`src/rtl/casc_cnt_pkg.sv`:
```
package casc_cnt_pkg;

   // Operation chosen for one clock edge, ordered by priority.
   typedef enum logic [1:0] {
      OP_RUN   = 2'd0,
      OP_LOAD  = 2'd1,
      OP_CLEAR = 2'd2
   } cnt_op_e;

   // Clear outranks load; otherwise the slice runs (count or hold).
   function automatic cnt_op_e pick_op(input logic clr_n, input logic ld_n);
      cnt_op_e op;
      if (!clr_n)     op = OP_CLEAR;
      else if (!ld_n) op = OP_LOAD;
      else            op = OP_RUN;
      return op;
   endfunction

endpackage

```
`src/rtl/casc_cnt_ctrl.sv`:
```
module casc_cnt_ctrl
   import casc_cnt_pkg::*;
(
   input  logic    clear_n_i,
   input  logic    load_n_i,
   output cnt_op_e op_o
);

   always_comb begin
      op_o = pick_op(clear_n_i, load_n_i);
   end

endmodule

```
`src/rtl/casc_cnt_slice.sv`:
```
module casc_cnt_slice
   import casc_cnt_pkg::*;
#(
   parameter int unsigned W = 4
)(
   input  logic         clk_i,
   input  cnt_op_e      op_i,
   input  logic         en_par_i,
   input  logic         en_trk_i,
   input  logic [W-1:0] preset_i,
   output logic [W-1:0] q_o,
   output logic         carry_o
);

   localparam logic [W-1:0] ALL_ONES = {W{1'b1}};
   localparam logic [W-1:0] ALL_ZERO = '0;

   logic [W-1:0] q_q;
   logic [W-1:0] q_d;
   logic         step;

   assign step = en_par_i & en_trk_i;

   always_comb begin
      unique case (op_i)
         OP_CLEAR: q_d = ALL_ZERO;
         OP_LOAD:  q_d = preset_i;
         default:  q_d = step ? (q_q + 1'b1) : q_q;
      endcase
   end

   always_ff @(posedge clk_i) begin
      q_q <= q_d;
   end

   assign q_o     = q_q;
   assign carry_o = en_trk_i & (q_q == ALL_ONES);

endmodule

```
`src/rtl/casc_bin_counter.sv`:
```
module casc_bin_counter
   import casc_cnt_pkg::*;
#(
   parameter int unsigned SLICE_W         = 4,
   parameter int unsigned NUM_SLICES      = 2,
   parameter int unsigned LOOKAHEAD_CARRY = 1
)(
   input  logic                          clk_i,
   input  logic                          clear_n_i,
   input  logic                          load_n_i,
   input  logic                          cnt_en_par_i,
   input  logic                          cnt_en_trk_i,
   input  logic [SLICE_W*NUM_SLICES-1:0] preset_i,
   output logic [SLICE_W*NUM_SLICES-1:0] count_o,
   output logic [NUM_SLICES-1:0]         slice_carry_o,
   output logic                          carry_o
);

   localparam int unsigned TOTAL_W = SLICE_W * NUM_SLICES;

   // Elaboration-time parameter checks
   if (SLICE_W < 1) begin : g_bad_width
      $error("casc_bin_counter: SLICE_W must be at least 1");
   end
   if (NUM_SLICES < 1) begin : g_bad_slices
      $error("casc_bin_counter: NUM_SLICES must be at least 1");
   end
   if (LOOKAHEAD_CARRY > 1) begin : g_bad_variant
      $error("casc_bin_counter: LOOKAHEAD_CARRY must be 0 or 1");
   end

   cnt_op_e              op;
   logic [NUM_SLICES-1:0] trk_in;
   logic [NUM_SLICES-1:0] slice_full;

   casc_cnt_ctrl u_ctrl (
      .clear_n_i (clear_n_i),
      .load_n_i  (load_n_i),
      .op_o      (op)
   );

   for (genvar k = 0; k < NUM_SLICES; k++) begin : g_slice
      assign slice_full[k] = &count_o[k*SLICE_W +: SLICE_W];

      casc_cnt_slice #(.W(SLICE_W)) u_slice (
         .clk_i    (clk_i),
         .op_i     (op),
         .en_par_i (cnt_en_par_i),
         .en_trk_i (trk_in[k]),
         .preset_i (preset_i[k*SLICE_W +: SLICE_W]),
         .q_o      (count_o[k*SLICE_W +: SLICE_W]),
         .carry_o  (slice_carry_o[k])
      );
   end

   if (LOOKAHEAD_CARRY == 1) begin : g_lookahead
      // Each trickle input is one wide AND over all lower slices.
      for (genvar k = 0; k < NUM_SLICES; k++) begin : g_trk
         localparam logic [NUM_SLICES-1:0] LOWER = NUM_SLICES'((64'd1 << k) - 64'd1);
         assign trk_in[k] = cnt_en_trk_i & (&(slice_full | ~LOWER));
      end
      assign carry_o = cnt_en_trk_i & (&slice_full);
   end else begin : g_ripple
      // Each slice carry feeds the next slice's trickle input.
      assign trk_in[0] = cnt_en_trk_i;
      for (genvar k = 1; k < NUM_SLICES; k++) begin : g_trk
         assign trk_in[k] = slice_carry_o[k-1];
      end
      assign carry_o = slice_carry_o[NUM_SLICES-1];
   end

endmodule

```
`config.mk`:
```
export PLATFORM = sky130hd
export DESIGN_NAME = casc_bin_counter
export DESIGN_NICKNAME = d
export VERILOG_FILES = /design/src/rtl/casc_cnt_pkg.sv /design/src/rtl/casc_cnt_ctrl.sv /design/src/rtl/casc_cnt_slice.sv /design/src/rtl/casc_bin_counter.sv
export SDC_FILE = /design/constraint.sdc
export NUM_CORES = 1
export LEC_CHECK = 0
export ABC_AREA = 1
export BUFFER_PORTS_ARGS = -buffer_cell sky130_fd_sc_hd__buf_4
export CAP_MARGIN = 20
export CORE_AREA = 2 2 39 41
export DETAILED_ROUTE_END_ITERATION = 10
export DIE_AREA = 0 0 41 43
export PLACE_DENSITY = 0.67
export SLEW_MARGIN = 20
export SYNTH_ARGS = -nofsm -noshare
export SYNTH_HDL_FRONTEND = slang
export SYNTH_SLANG_ARGS = --single-unit
```
`constraint.sdc`:
```
create_clock -name clk_i -period 1.9 [get_ports clk_i]
set_input_delay 0.19 -clock clk_i [delete_from_list [all_inputs] [get_ports clk_i]]
set_output_delay 0.19 -clock clk_i [all_outputs]
set_load 0.03 [all_outputs]
```
==> parameters.txt <==
Parameter                              Value

Run status
  Outcome ... finished clean

Clocking
  TritonCTS clock tree ... yes
  Depth of the CTS H-tree ... 1
  Cts hold-fix bufs ... 0
  Post-CTS Resized ... 0
  Later-pin clock latency in the skew report ... around 0.26 ns
  Maximum root-to-sink buffer count ... 2
  Clock root buffer ... sky130_fd_sc_hd__clkbuf_4
  Number of buffers added by the clock tree synthesis step ... 3
  Worst-path clk slew ... approximately 0.06 ns
  Setup repair bufs after CTS ... 0
  Number of sinks handled by clock tree synthesis ... 8

Critical path
  Critical path peak fanout ... 5
  Required time of the worst setup path ... ~1.7 ns
  Critical path origin ... g_slice[1].u_slice.q_o[0]
  Critical path arrival ... 1.39 ns
  Critical R2R Launch ... g_slice[0].u_slice.q_o[0]
  Path type of the worst setup path ... register to primary output
  Startpoint kind of the worst setup timing path ... register
  FF-to-FF setup slack ... roughly 0.54 ns
  Kind of capture point of the worst setup path ... primary output

Global routing
  Vias in the first global route ... ~400
  GRT Residual Overflow ... 0
  Pin count of the biggest net entering global routing ... 9
  Total track usage ... about 15%
  First-pass GRT wire length ... around 1700 um
  Initial antenna violation count ... 0

STA
  Setup-violating endpoint count in the final report ... 0
  Max-slew violations ... 0
  Post-route clock period utilization ... a little over four fifths
  Relative slew margins ... between 80% and 90%
  Shortest clock period the worst path allows after layout ... ~1.6 ns
  Maximum clock frequency ... 632 MHz
  Least-Margin Pin Slew ... slightly below 0.2 ns
  Final Hold Vio Count ... 0
  Final sum of negative setup slack ... 0 ns
  Clock skew after layout ... roughly 0.0059 ns
  Setup repair after global routing missed its margin ... no

Place
  Cell Area, Placed ... between 600 and 700 um2
  Weighted congestion at the end of routability-driven global placement ... just over 0.7
  Post-DP HPWL ... ~860 um
  Number of port buffers ... 23
  Count of placed standard cells including taps ... between 90 and 100

Synthesis
  Mean Syn Cell Area ... about 9 um2
  Synth Cell Area ... approximately 490 um2
  Synth Net Count ... between 70 and 80
  Warning count from the yosys run ... 0
  Number of register bits inferred by synthesis ... 8
  Post-synthesis cell type count ... 17
  Synth Instances ... between 50 and 60
  Sequential fraction of the synthesis area ... about half

Pwr
  Cell Pwr Density ... around 730 nW/um2
  Max rail drop VDD ... 0.000283 V
  Power after layout ... between 0.5 and 0.6 mW
  Static power due to leakage ... roughly 0.34 nW

Die
  Placement row count ... 14
  Overall die area ... around 1800 um2
  Chip height ... 43 um
  Horiz. Die Dim ... around 41 um
  Initial Util ... 35.7%
  Count of boundary I/O pins ... 24
  Core region area ... between 1000 and 1500 um2

Layout
  Non-Filler Instances ... 96
  Number of inserted diodes ... 0
  Area growth from synthesis to final layout ... 40.5%
  Number of nets in the final layout ... just under 100
  Area of all placed cells without fillers ... ~690 um2
  Flip-flop count of the largest register, all copies and words added ... 8
  Share of layout cells above drive strength 1 ... between 40% and 50%

Route
  Total vias in the final route ... between 400 and 500
  Detail-routed net length per standard cell ... 11.3 um
  Post-detailed-route via-to-cell ratio ... 4.80
  Antenna-violating nets left ... 0
  Number of optimization iterations in the first detailed-route pass ... 4
  Number of design rule violations left after detail routing ... 0
  1st-iter DRT viols ... 6
  DRT Wirelength ... between 1000 and 1500 um

Worst hold path
  Critical hold path startpoint ... preset_i[1]
  HP Class ... input pin to register

Run
  Max-capacitance violation count ... 0
[per-layer routing]
| metal | vias to the layer above | wire length, um | track usage, % |
|---|---|---|---|
| met3 | 4 | 69 | 3.14 |
| li1 | 235 | - | - |
| met2 | 16 | 513 | 19.7 |
| met1 | 206 | 455 | 18.7 |
| met4 | 0 | 44 | 16.0 |
| met5 | - | 0 | 0 |
[per-stage QoR]
| stage | setup WS [ns] | hold WS [ns] | utilization [%] |
|---|---|---|---|
| after global placement | 0.611 | 0.455 | 48.6 |
| after floorplan | 0.104 | 0.369 | - |
| final | 0.319 | 0.192 | 50.2 |
| after CTS | 0.313 | 0.190 | 50.2 |
| after detailed placement | 0.532 | 0.460 | 48.6 |
| after global routing | 0.214 | 0.197 | 50.2 |
[critical path: stages, from the launching register on]
cell                       delay, ns
sky130_fd_sc_hd__edfxtp_1       0.43
sky130_fd_sc_hd__ha_1           0.21
sky130_fd_sc_hd__nand2_1        0.11
sky130_fd_sc_hd__nor3_1         0.20
sky130_fd_sc_hd__buf_4          0.19
[final timing paths]
kind | endpoint | cells after the start
worst max register to register | g_slice[1].u_slice.q_o[3] | 5
worst min register to register | g_slice[1].u_slice.q_o[0] | 1
worst min-delay path | g_slice[0].u_slice.q_o[1] | 3
worst max-delay path | carry_o | 4
[cell usage after synthesis]
| master | number | share of area [%] |
|---|---|---|
| sky130_fd_sc_hd__nor2_4 | 1 | 2.3 |
| sky130_fd_sc_hd__o21ai_1 | 1 | 1.0 |
| sky130_fd_sc_hd__inv_1 | 4 | 3.0 |
| sky130_fd_sc_hd__nor2_1 | 1 | 0.76 |
| sky130_fd_sc_hd__nand4_1 | 2 | 2.5 |
| sky130_fd_sc_hd__ha_1 | 2 | 5.1 |
| sky130_fd_sc_hd__nand2_1 | 21 | 16 |
| sky130_fd_sc_hd__nor3_1 | 2 | 2.0 |
| sky130_fd_sc_hd__o21ai_0 | 2 | 2.0 |
| sky130_fd_sc_hd__clkinv_2 | 1 | 1.0 |
| sky130_fd_sc_hd__nand3_1 | 4 | 4.1 |
| sky130_fd_sc_hd__xnor2_1 | 1 | 1.8 |
| sky130_fd_sc_hd__nand2_2 | 2 | 2.5 |
| sky130_fd_sc_hd__edfxtp_1 | 8 | 49 |
| sky130_fd_sc_hd__buf_4 | 2 | 3.0 |
| sky130_fd_sc_hd__o21ai_2 | 1 | 1.8 |
| sky130_fd_sc_hd__nand4_2 | 1 | 2.5 |
[cells by family after synthesis]
family                   after synthesis  synth area share [%]
XOR/XNOR                               1                  1.77
adder cells (fa/ha/maj)                2                  5.06
buffers and inverters                  7                  7.09
AO/OA/AOI/OAI                          4                  4.81
flip-flops                             8                  48.6
AND/OR/NAND/NOR                       34                  32.7
[area by class of cell]
type                            count  area, um2
Timing Repair Buffer               23        173
Fill cell                         135        689
Clock buffer                        3       22.5
Inverter                            5       20.0
Multi-Input combinational cell     41        219
Tap cell                           16       20.0
Sequential cell                     8        240
[power by group]
part / internal [mW] / switching [mW] / leakage [nW] / total, mW
logic: 0.0553 / 0.0765 / 0.242 / 0.132
registers: 0.218 / 0.0215 / 0.0877 / 0.240
clock network: 0.0725 / 0.0604 / 0.0138 / 0.133
[cells in the final DEF, fill, tap and decap left out, types with 2 or more instances in the layout]
cell                       netlist  routed
sky130_fd_sc_hd__nand2_2         2       2
sky130_fd_sc_hd__buf_4           2      23
sky130_fd_sc_hd__ha_1            2       2
sky130_fd_sc_hd__o21ai_0         2       2
sky130_fd_sc_hd__nand3_1         4       4
sky130_fd_sc_hd__nor3_1          2       2
sky130_fd_sc_hd__nand2_1        21      21
sky130_fd_sc_hd__clkbuf_4        0       3
sky130_fd_sc_hd__edfxtp_1        8       8
sky130_fd_sc_hd__nand4_1         2       2
sky130_fd_sc_hd__inv_1           4       4
Note: power is estimated with default switching activity, not from simulation.
